--- config.mk ---
export PLATFORM = sky130hd
export DESIGN_NAME = hbg_gate_ctrl
export DESIGN_NICKNAME = d
export VERILOG_FILES = /design/src/rtl/hbg_pkg.sv /design/src/rtl/hbg_req_decode.sv /design/src/rtl/hbg_deadtime.sv /design/src/rtl/hbg_out_guard.sv /design/src/rtl/hbg_gate_ctrl.sv
export SDC_FILE = /design/constraint.sdc
export NUM_CORES = 1
export LEC_CHECK = 0
export CORE_UTILIZATION = 39
export CTS_CLUSTER_DIAMETER = 40
export CTS_CLUSTER_SIZE = 28
export DETAILED_ROUTE_END_ITERATION = 8
export PLACE_DENSITY = 0.66
export SETUP_SLACK_MARGIN = 0.02
export SLEW_MARGIN = 10
export SYNTH_ARGS = -nofsm -noshare
export SYNTH_HDL_FRONTEND = slang
export SYNTH_SLANG_ARGS = --single-unit
--- constraint.sdc ---
create_clock -name clk -period 5.7 [get_ports clk]
set_clock_uncertainty 0.05 [all_clocks]
set_input_delay 0.57 -clock clk [delete_from_list [all_inputs] [get_ports clk]]
set_output_delay 0.57 -clock clk [all_outputs]
set_load 0.02 [all_outputs]
--- src/rtl/hbg_pkg.sv ---
package hbg_pkg;

  // gate vector bit positions: {source A, sink A, source B, sink B}
  localparam int unsigned GATE_N = 4;
  localparam int unsigned G_SRC_A = 3;
  localparam int unsigned G_SNK_A = 2;
  localparam int unsigned G_SRC_B = 1;
  localparam int unsigned G_SNK_B = 0;

  typedef logic [GATE_N-1:0] gate_t;

  typedef enum logic [1:0] {
    PH_DRIVE = 2'd0,
    PH_SLOW  = 2'd1,
    PH_FAST  = 2'd2,
    PH_OFF   = 2'd3
  } decay_ph_e;

  localparam gate_t SRC_MASK = gate_t'((1 << G_SRC_A) | (1 << G_SRC_B));

  function automatic gate_t drive_pair(input logic dir);
    gate_t g;
    g = '0;
    if (dir) begin
      g[G_SRC_A] = 1'b1;
      g[G_SNK_B] = 1'b1;
    end else begin
      g[G_SRC_B] = 1'b1;
      g[G_SNK_A] = 1'b1;
    end
    return g;
  endfunction

  function automatic gate_t opposite_pair(input logic dir);
    return drive_pair(~dir);
  endfunction

  function automatic gate_t sink_pair();
    gate_t g;
    g = '0;
    g[G_SNK_A] = 1'b1;
    g[G_SNK_B] = 1'b1;
    return g;
  endfunction

endpackage

--- src/rtl/hbg_req_decode.sv ---
module hbg_req_decode
  import hbg_pkg::*;
(
  input  logic       dir_i,
  input  logic       en_i,
  input  logic       mode_slow_i,
  input  logic [1:0] phase_i,
  input  logic       zc_i,
  input  logic       kill_all_i,
  input  logic       kill_src_i,
  output gate_t      tgt_o,
  output logic       decaying_o
);

  decay_ph_e ph;
  gate_t     base;
  gate_t     cut;

  assign ph = decay_ph_e'(phase_i);

  // requested pattern before protection
  always_comb begin
    base       = '0;
    decaying_o = 1'b1;
    if (!en_i) begin
      base = mode_slow_i ? sink_pair() : opposite_pair(dir_i);
    end else begin
      unique case (ph)
        PH_DRIVE: begin
          base       = drive_pair(dir_i);
          decaying_o = 1'b0;
        end
        PH_SLOW:  base = sink_pair();
        PH_FAST:  base = opposite_pair(dir_i);
        default:  base = '0;
      endcase
    end
  end

  // synchronous-rectification cutoff and protection masks
  always_comb begin
    cut = base;
    if (decaying_o && zc_i) cut = '0;
    if (kill_src_i)         cut = cut & ~SRC_MASK;
    if (kill_all_i)         cut = '0;
    tgt_o = cut;
  end

endmodule

--- src/rtl/hbg_deadtime.sv ---
module hbg_deadtime
  import hbg_pkg::*;
#(
  parameter int unsigned DT_W = 6
) (
  input  logic            clk,
  input  logic            rst_n,
  input  gate_t           tgt_i,
  input  logic [DT_W-1:0] dead_i,
  output gate_t           cur_o
);

  gate_t           cur_q, cur_d;
  logic [DT_W-1:0] cnt_q, cnt_d;
  gate_t           drop;
  logic            upd;

  assign drop = cur_q & ~tgt_i;

  always_comb begin
    cur_d = cur_q;
    cnt_d = cnt_q;
    if (|drop) begin
      cur_d = cur_q & tgt_i;
      cnt_d = dead_i;
    end else if (cnt_q != '0) begin
      cnt_d = cnt_q - 1'b1;
    end else begin
      cur_d = tgt_i;
    end
  end

  assign upd = (|drop) || (cnt_q != '0) || (cur_q != tgt_i);

  always_ff @(posedge clk or negedge rst_n) begin
    if (!rst_n) begin
      cur_q <= '0;
      cnt_q <= '0;
    end else if (upd) begin
      cur_q <= cur_d;
      cnt_q <= cnt_d;
    end
  end

  assign cur_o = cur_q;

endmodule

--- src/rtl/hbg_out_guard.sv ---
module hbg_out_guard
  import hbg_pkg::*;
(
  input  logic  clk,
  input  logic  rst_n,
  input  logic  kill_all_i,
  input  logic  kill_src_i,
  input  gate_t cur_i,
  output gate_t gate_o
);

  logic hold_all_q;
  logic hold_src_q;
  logic off_all;
  logic off_src;

  // holds extend a fault to the next clock edge so release is synchronous
  always_ff @(posedge clk or negedge rst_n) begin
    if (!rst_n) begin
      hold_all_q <= 1'b1;
      hold_src_q <= 1'b1;
    end else begin
      hold_all_q <= kill_all_i;
      hold_src_q <= kill_src_i;
    end
  end

  assign off_all = kill_all_i | hold_all_q;
  assign off_src = kill_src_i | hold_src_q;

  for (genvar b = 0; b < GATE_N; b++) begin : g_bit
    if (SRC_MASK[b]) begin : g_src
      assign gate_o[b] = cur_i[b] & ~off_all & ~off_src;
    end else begin : g_snk
      assign gate_o[b] = cur_i[b] & ~off_all;
    end
  end

endmodule

--- src/rtl/hbg_gate_ctrl.sv ---
module hbg_gate_ctrl
  import hbg_pkg::*;
#(
  parameter int unsigned DT_W = 6
) (
  input  logic            clk,
  input  logic            rst_n,
  input  logic            dir_i,
  input  logic            en_i,
  input  logic            mode_slow_i,
  input  logic [1:0]      phase_i,
  input  logic            zc_i,
  input  logic            ot_i,
  input  logic            uv_i,
  input  logic            reg_low_i,
  input  logic            cp_low_i,
  input  logic            sleep_n_i,
  input  logic [DT_W-1:0] dead_i,
  output logic [3:0]      gate_o
);

  logic  kill_all;
  gate_t tgt;
  gate_t cur;
  gate_t gate;
  logic  decaying;

  assign kill_all = ot_i | uv_i | reg_low_i | ~sleep_n_i;

  hbg_req_decode u_dec (
    .dir_i       (dir_i),
    .en_i        (en_i),
    .mode_slow_i (mode_slow_i),
    .phase_i     (phase_i),
    .zc_i        (zc_i),
    .kill_all_i  (kill_all),
    .kill_src_i  (cp_low_i),
    .tgt_o       (tgt),
    .decaying_o  (decaying)
  );

  hbg_deadtime #(.DT_W(DT_W)) u_dt (
    .clk    (clk),
    .rst_n  (rst_n),
    .tgt_i  (tgt),
    .dead_i (dead_i),
    .cur_o  (cur)
  );

  hbg_out_guard u_guard (
    .clk        (clk),
    .rst_n      (rst_n),
    .kill_all_i (kill_all),
    .kill_src_i (cp_low_i),
    .cur_i      (cur),
    .gate_o     (gate)
  );

  assign gate_o = gate;

endmodule

==> metrics.cfg, run 1 <==
[floorplan]
rows = 16
die_area_um2 = 2432
die_x_um = 49.32
start_util_pct = 42.77
io_pins = 23
core_um2 = 2042
die_y_um = 49.32

[grt]
grt_util_met3_pct = 5.607
grtUsageTotal_pct = 16.05
antenna_found_initial = 0
grt_pass1_wl_mm = 2.980
grt_pass1_vias = 724
gr-usage-met1_pct = 19.42
grt_start_max_net_pins = 16
grt_overflow = 0
grt_use_met2_pct = 27.40
gr-max-usage-layer = met2

[power]
power_leakage_nw = 0.4852
worst_ir_drop_vdd_mv = 0.1465
p_per_area_nw_per_um2 = 143.9

[detailed_routing]
num_vias = 777
drt_drc_violations_left = 0
antenna_left = 0
via_per_inst = 5.359
routed_wl_mm = 1.721
wl_per_cell_um = 11.87
first_pass_iters = 4
drt_iter0_drc = 13

[clocking]
clockBufferDepth = 2
clock-root-buffer = clkbuf_4
clock_latency_ns = 0.28
ctsHoldBuffers = 0
cts_made_buffers = 3
postCtsResizedCells = 0
cts_htree_levels = 1
path_clk_slew_ns = 0.06
post-cts-setup-buffers = 0
numClockSinks = 12
cts_tree = done

[logic_synthesis]
synth.distinct_cells = 30
synth_top_area_share_pct = 28.65
ys_ff_latch = 12
ys_async_sr_fraction_pct = 100.0
synth-edff-count = 0
synth.area.top_cells = dfrtp_1 (29%), ha_1 (13%), dfstp_2 (6.0%)
synth_commonest_cells = dfrtp_1 (10), nor2_1 (10), ha_1 (9)
synth_nets = 123
synth_area_um2 = 873.3
synth.yosys.seq_area_share_pct = 34.67
yosys.area.top_type = dfrtp_1
avgSynthCellArea_um2 = 9.193
synthCells = 95
ys.flop_type = dfrtp_1
ys_warn_count = 0

[worst_setup_path]
criticalPathCategory = input pin to flop
cp_slowest_cell = or4_1
rrSetupSlack_ns = 3.64
crit_start = uv_i
critPathCaptureType = flop
regToRegStartpoint = u_dt.cur_o[1]
worstSetupEndpoint = u_dt.cur_o[0]
cp-start-kind = input pin
crit_path_cell_trace = clkdlybuf4s50_1 -> or4b_4 -> a21o_1 -> a211oi_2 -> inv_1 -> ha_1 -> or4_1 -> nor2_1 -> a221o_1
crit_fanout = 15
cp.arrival_ns = 3.51
reg2reg_to = u_dt.cur_o[0]
reg2regPathDepth = 4
critPathMaxStageDelay_ns = 0.72
critPathRequiredTime_ns = 5.86

[min_path]
min-delay-start = u_dt.cnt_q[2]
hp-class = flop to flop

[final_layout]
utilization_pct = 55.58
fin_cells = 145
drive_gt1_share_pct = 10.17
area_growth_pct = 29.94
antenna_cells = 0
layout.nets = 147

[timing]
maxSlewViolCount = 0
slew_headroom_pct = 48.23
tightest_slew_ns = 0.7695
max_freq_mhz = 298.0
hold_viol_final = 0
grt_setup_unrepaired = false
setup_viol = 0
final.min_clock_period_ns = 3.356
setup_tns_ns = 0
min_period_over_period_pct = 58.87

[placed_design]
dp.cells = 141
io_buffers = 22
dp_hpwl_mm = 1.398
globalplace.congestion = 0.7518

[job]
cap_violations = 0

[status]
status = finished clean

## area by class of cell
cell class	count	area [um2]
Fill cell	210	907.1
Clock buffer	4	26.28
Tap cell	27	33.78
Inverter	8	30.03
Multi-Input combinational cell	72	521.8
Timing Repair Buffer	22	220.2
Sequential cell	12	302.8
## stage by stage
stage               setup WS (ns)   power (W)  instance area [um2]  hold WS [ns]
floorplan                   2.684  0.00009374                873.3        0.2244
global placement            2.111   0.0001098                 1109        0.5191
detailed placement          2.040   0.0001100                 1109        0.5190
CTS                         2.335   0.0001662                 1135        0.5325
global route                2.161   0.0001721                 1135        0.6203
finish                      2.344   0.0001633                 1135        0.5456
## state kept, by name, indices dropped and copies added, names as in the netlist
signal and flops:
u_guard.hold_all_q 1, u_dt.cnt_q 6, u_guard.hold_src_q 1, u_dt.cur_o 4
## metal layers
layer / vias to the layer above / share of wire [%] / wire length [um]
met5: - / 0 / 0
met4: 0 / 0 / 0
met3: 0 / 4.9 / 85
met2: 20 / 46 / 794
met1: 361 / 49 / 841
li1: 396 / - / -
## power breakdown
group           total, W  switching [W]  internal, W
sequential     0.0000863    0.000000196    0.0000861
clock          0.0000550      0.0000278    0.0000271
combinational  0.0000221     0.00000883    0.0000132
total           0.000163      0.0000369     0.000126
## worst min path at each step
stage | end | slack [ns] | depth (start not counted)
after detailed placement | u_dt.cnt_q[2] | 0.52 | 2
after global placement | u_dt.cnt_q[2] | 0.52 | 2
after global routing | u_dt.cnt_q[1] | 0.62 | 2
after floorplan | u_dt.cnt_q[0] | 0.22 | 0
final | u_dt.cnt_q[2] | 0.55 | 2
after CTS | u_dt.cnt_q[2] | 0.53 | 2
## critical path, delay by kind of cell
kind / cells / cell delay (ns)
AO/OA/AOI/OAI: 3 / 0.64
adder cells (fa/ha/maj): 1 / 0.19
buffers and inverters: 2 / 0.48
AND/OR/NAND/NOR: 3 / 1.63
## placed cells by master, fill, tap and decap left out, types with 2 or more instances in the layout
master	n
clkdlybuf4s50_1	22
nor2_1	10
dfrtp_1	10
ha_1	9
inv_1	8
nand2_1	7
o21ai_0	6
a21oi_1	5
and2_1	4
and3_1	4
a221o_1	4
nor3_1	3
clkbuf_4	3
nand2b_1	2
o221a_2	2
nor4_1	2
xnor2_1	2
dfstp_2	2
## kinds of logic (layout without fill, tap and decap cells)
group | after synthesis | after routing | synth area share, %
flip-flops | 12 | 12 | 34.67
XOR/XNOR | 2 | 2 | 2.006
AND/OR/NAND/NOR | 38 | 38 | 25.07
adder cells (fa/ha/maj) | 9 | 9 | 12.89
buffers and inverters | 11 | 34 | 5.588
AO/OA/AOI/OAI | 23 | 23 | 19.77
Power figures use the tool's default switching activity.
==> run 2, diff against run 1 <==
clock period = 3.25 ns   (was 5.7 ns; I/O delays follow)
==> metrics.cfg, run 2 (synthesis results as in run 1) <==
[status]
status = finished clean

[detailed_routing]
wl_per_cell_um = 12.19  ; +2.7%
drt_drc_violations_left = 0  ; unchanged
num_vias = 784  ; +0.90%
routed_wl_mm = 1.817  ; +5.6%
first_pass_iters = 4  ; unchanged
drt_iter0_drc = 12  ; -1
antenna_left = 0  ; unchanged
via_per_inst = 5.262  ; -1.8%

[timing]
grt_setup_unrepaired = false
setup_tns_ns = 0  ; unchanged
tightest_slew_ns = 0.5267  ; -0.2429 ns
hold_viol_final = 0  ; unchanged
max_freq_mhz = 343.2
setup_viol = 0  ; unchanged
min_period_over_period_pct = 89.65
holdWs_ns = 0.3399  ; -0.2056 ns
slew_headroom_pct = 64.78  ; +17 points
maxSlewViolCount = 0  ; unchanged
final.min_clock_period_ns = 2.914

[grt]
grtUsageTotal_pct = 16.59  ; +0.54 points
grt_pass1_vias = 744  ; +2.8%
grt_pass1_wl_mm = 3.049  ; +2.3%
grt_overflow = 0  ; unchanged
grt_start_max_net_pins = 13  ; -3
antenna_found_initial = 0  ; unchanged

[min_path]
hp-class = input pin to async pin

[final_layout]
antenna_cells = 0  ; unchanged
top_register = u_dt.cnt_q
layout_commonest_cell = clkdlybuf4s50_1
area_growth_pct = 33.38
drive_gt1_share_pct = 13.11  ; +2.9 points
fin_cells = 149  ; +2.8%
regArea_um2 = 302.8  ; unchanged
multiInputGateArea_um2 = 521.8  ; unchanged
layout.nets = 151  ; +2.7%
largest_reg_flops = 6  ; unchanged
fill_cells = 181  ; -14%
most-common-layout-cells = clkdlybuf4s50_1 (22), nor2_1 (10), dfrtp_1 (10)

[worst_setup_path]
cp_slowest_cell = or4_1
crit_path_cell_trace = clkdlybuf4s50_1 -> or4b_4 -> a21o_1 -> a211oi_2 -> inv_1 -> ha_1 -> or4_1 -> buf_4 -> o31ai_1
critPathCaptureType = flop
criticalPathCategory = input pin to flop
critPathMaxStageDelay_ns = 0.59  ; -0.13 ns
critPathRequiredTime_ns = 3.39  ; -2.47 ns
cp.arrival_ns = 3.05  ; -0.46 ns
rrSetupSlack_ns = 1.29  ; -2.35 ns
crit_fanout = 10  ; -5
cp-start-kind = input pin

[floorplan]
core_um2 = 2042  ; unchanged
io_pins = 23  ; unchanged
rows = 16  ; unchanged
die_x_um = 49.32  ; unchanged
die_y_um = 49.32  ; unchanged
start_util_pct = 42.77  ; unchanged
die_area_um2 = 2432  ; unchanged

[clocking]
clockBufferDepth = 2  ; unchanged
clock-root-buffer = clkbuf_4
post-cts-setup-buffers = 0  ; unchanged
path_clk_slew_ns = 0.08  ; +0.02 ns
cts_tree = done
cts_htree_levels = 1  ; unchanged
postCtsResizedCells = 0  ; unchanged
ctsHoldBuffers = 0  ; unchanged
numClockSinks = 12  ; unchanged
cts_made_buffers = 3  ; unchanged
clock_latency_ns = 0.27  ; about the same

[placed_design]
io_buffers = 22  ; unchanged
globalplace.congestion = 0.8785  ; +17%
dp.cells = 145  ; +2.8%
dp_hpwl_mm = 1.495  ; +7.0%

[power]
worst_ir_drop_vdd_mv = 0.2166  ; +48%
p_per_area_nw_per_um2 = 246.7  ; +71%
power_leakage_nw = 0.5057  ; +4.2%

[job]
cap_violations = 0  ; unchanged

==> run 2: cell count changes in the layout (fill, tap and decap cells not counted), sizes merged <==
| cell | previous run | this run |
|---|---|---|
| buf | 0 | 4 |
==> run 2: layout make-up <==
class | count | share of cell area [%]
Multi-Input combinational cell | 72 | 44.79
Clock buffer | 4 | 2.256
Inverter | 8 | 2.578
Tap cell | 27 | 2.900
Sequential cell | 12 | 25.99
Timing Repair Buffer | 26 | 21.48
==> run 2: layer usage <==
| metal | routed length, um | vias to the layer above | track usage, % |
|---|---|---|---|
| met5 | 0 | - | 0 |
| li1 | - | 397 | - |
| met3 | 87 | 2 | 6.542 |
| met1 | 841 | 365 | 20.77 |
| met2 | 868 | 20 | 26.71 |
| met4 | 20 | 0 | 3.431 |
==> run 2: report_power, final <==
part / switching (W) / internal [W] / total, W
Combinational: 0.0000159 / 0.0000237 / 0.0000396
Clock: 0.0000489 / 0.0000475 / 0.0000965
Sequential: 0.000000307 / 0.000151 / 0.000151
==> run 2: worst paths after layout <==
path                                     from  depth (start not counted)            endpoint
worst max register to register  u_dt.cnt_q[0]                          7       u_dt.cur_o[0]
worst max-delay path                     uv_i                          9       u_dt.cnt_q[5]
min in group clk                     cp_low_i                          1  u_guard.hold_src_q
worst min register to register  u_dt.cnt_q[2]                          2       u_dt.cnt_q[2]
worst min-delay path                    rst_n                          1       u_dt.cur_o[2]
max in group asynchronous               rst_n                          1  u_guard.hold_all_q
==> run 2: critical path: cells and delay by family <==
kind                       cells  cell delay, ns
buffers and inverters          3            0.69
and+or+nand+nor                2            1.17
adders and majority gates      1            0.20
AOI/OAI and AO/OA              3            0.66
==> run 2: metrics by stage <==
stage / cell area [um2] / util (%) / setup slack (ns) / power [W]
finish: 1165 / 57.05 / 0.3363 / 0.0002873
global route: 1165 / 57.05 / 0.2198 / 0.0003014
CTS: 1165 / 57.05 / 0.3279 / 0.0002899
detailed placement: 1139 / 55.76 / 0.04889 / 0.0001937
global placement: 1139 / 55.76 / 0.08708 / 0.0001929
floorplan: 873.3 / - / 0.4794 / 0.0001644
==> run 3, diff against run 2 <==
CTS_BUF_LIST = sky130_fd_sc_hd__clkbuf_4   (was unset)
MAX_ROUTING_LAYER = met4   (was unset)
==> metrics.cfg, run 3 (synthesis results as in run 1) <==
[final_layout]
layout_commonest_cell = clkdlybuf4s50_1
top_register = u_dt.cnt_q
regArea_um2 = 302.8  ; unchanged
drive_gt1_share_pct = 13.93  ; +0.82 points
area_growth_pct = 33.81
most-common-layout-cells = clkdlybuf4s50_1 (22), nor2_1 (10), dfrtp_1 (10)
largest_reg_flops = 6  ; unchanged
utilization_pct = 57.23  ; +0.18 points
antenna_cells = 0  ; unchanged
fin_cells = 149  ; unchanged
layout.nets = 151  ; unchanged
fill_cells = 184  ; +1.7%
multiInputGateArea_um2 = 521.8  ; unchanged
finalInstanceArea_um2 = 1169  ; +0.32%

[timing]
tightest_slew_ns = 0.5253  ; -0.001312 ns
hold_viol_final = 0  ; unchanged
maxSlewViolCount = 0  ; unchanged
setup_viol = 0  ; unchanged
setup_tns_ns = 0  ; unchanged
grt_setup_unrepaired = false
setup_ws_ns = 0.3429  ; +0.006598 ns
final.min_clock_period_ns = 2.907  ; -0.006598 ns
slew_headroom_pct = 64.87  ; +0.088 points
max_freq_mhz = 344.0  ; +0.23%
min_period_over_period_pct = 89.45  ; -0.20 points

[detailed_routing]
num_vias = 802  ; +2.3%
drt_drc_violations_left = 0  ; unchanged
drt_iter0_drc = 11  ; -1
antenna_left = 0  ; unchanged
first_pass_iters = 4  ; unchanged
via_per_inst = 5.383  ; +2.3%
wl_per_cell_um = 12.11  ; -0.66%
routed_wl_mm = 1.805  ; -0.66%

[clocking]
cts_htree_levels = 1  ; unchanged
clock-root-buffer = clkbuf_4
post-cts-setup-buffers = 0  ; unchanged
clock_latency_ns = 0.27  ; about the same
clockBufferDepth = 2  ; unchanged
numClockSinks = 12  ; unchanged
path_clk_slew_ns = 0.08  ; about the same
cts_made_buffers = 3  ; unchanged
cts_tree = done
ctsHoldBuffers = 0  ; unchanged
postCtsResizedCells = 0  ; unchanged

[job]
cap_violations = 0  ; unchanged

[min_path]
hp-class = input pin to async pin

[floorplan]
die_x_um = 49.32  ; unchanged
core_um2 = 2042  ; unchanged
start_util_pct = 42.77  ; unchanged
rows = 16  ; unchanged
die_y_um = 49.32  ; unchanged
die_area_um2 = 2432  ; unchanged
io_pins = 23  ; unchanged

[power]
swShare_pct = 21.72  ; -0.95 points
pwr-share-comb_pct = 13.4  ; -0.4 points
p_per_area_nw_per_um2 = 252.0  ; +2.2%
worst_ir_drop_vdd_mv = 0.2139  ; -1.3%
power_leakage_nw = 0.5091  ; +0.68%
cell_internal_pwr_w = 0.0002305  ; +3.8%
p_seq_share_pct = 51.4  ; -1.2 points
net-switching-power_w = 0.00006397  ; -1.8%
p_clk_share_pct = 35.2  ; +1.6 points

[worst_setup_path]
cp-start-kind = input pin
critPathRequiredTime_ns = 3.38  ; about the same
critPathCaptureType = flop
criticalPathCategory = input pin to flop
cp.arrival_ns = 3.04  ; about the same
crit_start = uv_i
crit_fanout = 10  ; unchanged
regToRegStartpoint = u_dt.cnt_q[0]

[placed_design]
io_buffers = 22  ; unchanged
placed_area_um2 = 1139  ; unchanged
dp_hpwl_mm = 1.495  ; unchanged
dp_slack_ns = 0.04889  ; unchanged
globalplace.congestion = 0.8929  ; +1.6%
dp.cells = 145  ; unchanged

[grt]
grt_overflow = 0  ; unchanged
grt_pass1_vias = 744  ; unchanged
grtUsageTotal_pct = 17.06  ; +0.47 points
grt_pass1_wl_mm = 3.049  ; unchanged
grt_start_max_net_pins = 13  ; unchanged
antenna_found_initial = 0  ; unchanged

[status]
status = finished clean

-- run 3: cell counts in the layout (fill, tap and decap cells not counted) --
Identical to the previous run, type by type.
-- run 3: cell type report --
type | count | share of cell area [%]
multi-input combinational | 72 | 44.65
sequential | 12 | 25.91
inverter | 8 | 2.570
timing repair buffer | 26 | 21.41
tap | 27 | 2.891
clock buffer | 4 | 2.570
-- run 3: routing by layer --
| layer | vias to the layer above | GRT usage, % | wire length (um) | share of wire [%] |
|---|---|---|---|---|
| met1 | 372 | 20.77 | 804 | 45 |
| met5 | - | - | 0 | 0 |
| met4 | 0 | 3.431 | 29 | 1.6 |
| li1 | 400 | - | - | - |
| met2 | 26 | 26.71 | 862 | 48 |
| met3 | 4 | 6.542 | 108 | 6.0 |
-- run 3: critical path, stage by stage --
cell and delay (ns):
clkdlybuf4s50_1 0.40, or4b_4 0.58, a21o_1 0.18, a211oi_2 0.24, inv_1 0.07, ha_1 0.20, or4_1 0.59, buf_4 0.22
o31ai_1 0.24
-- run 3: worst paths after layout --
kind,to,cells after the start,slack (ns)
setup / recovery,u_dt.cnt_q[5],9,0.34
hold / removal,u_dt.cur_o[2],1,0.34
setup reg to reg,u_dt.cur_o[0],7,1.28
hold reg to reg,u_dt.cnt_q[2],2,0.53
max in group asynchronous,u_guard.hold_all_q,1,2.43
min in group clk,u_guard.hold_src_q,1,0.47
-- run 3: metrics by stage --
stage          total power, W  hold slack (ns)
4_1_cts             0.0002986           0.3601
2_1_floorplan       0.0001644         -0.02059
6_report            0.0002945           0.3411
3_3_place_gp        0.0001929           0.5058
5_1_grt             0.0003099           0.3685
3_5_place_dp        0.0001937           0.5273
-- run 3: power by group through the flow --
stage	sequential [W]	combinational (W)	clock (W)
after floorplan	0.000154	0.0000104	0
after global placement	0.000154	0.0000388	0
after detailed placement	0.000154	0.0000396	0
after CTS	0.000151	0.0000399	0.000108
after global routing	0.000151	0.0000432	0.000115
final	0.000151	0.0000395	0.000104
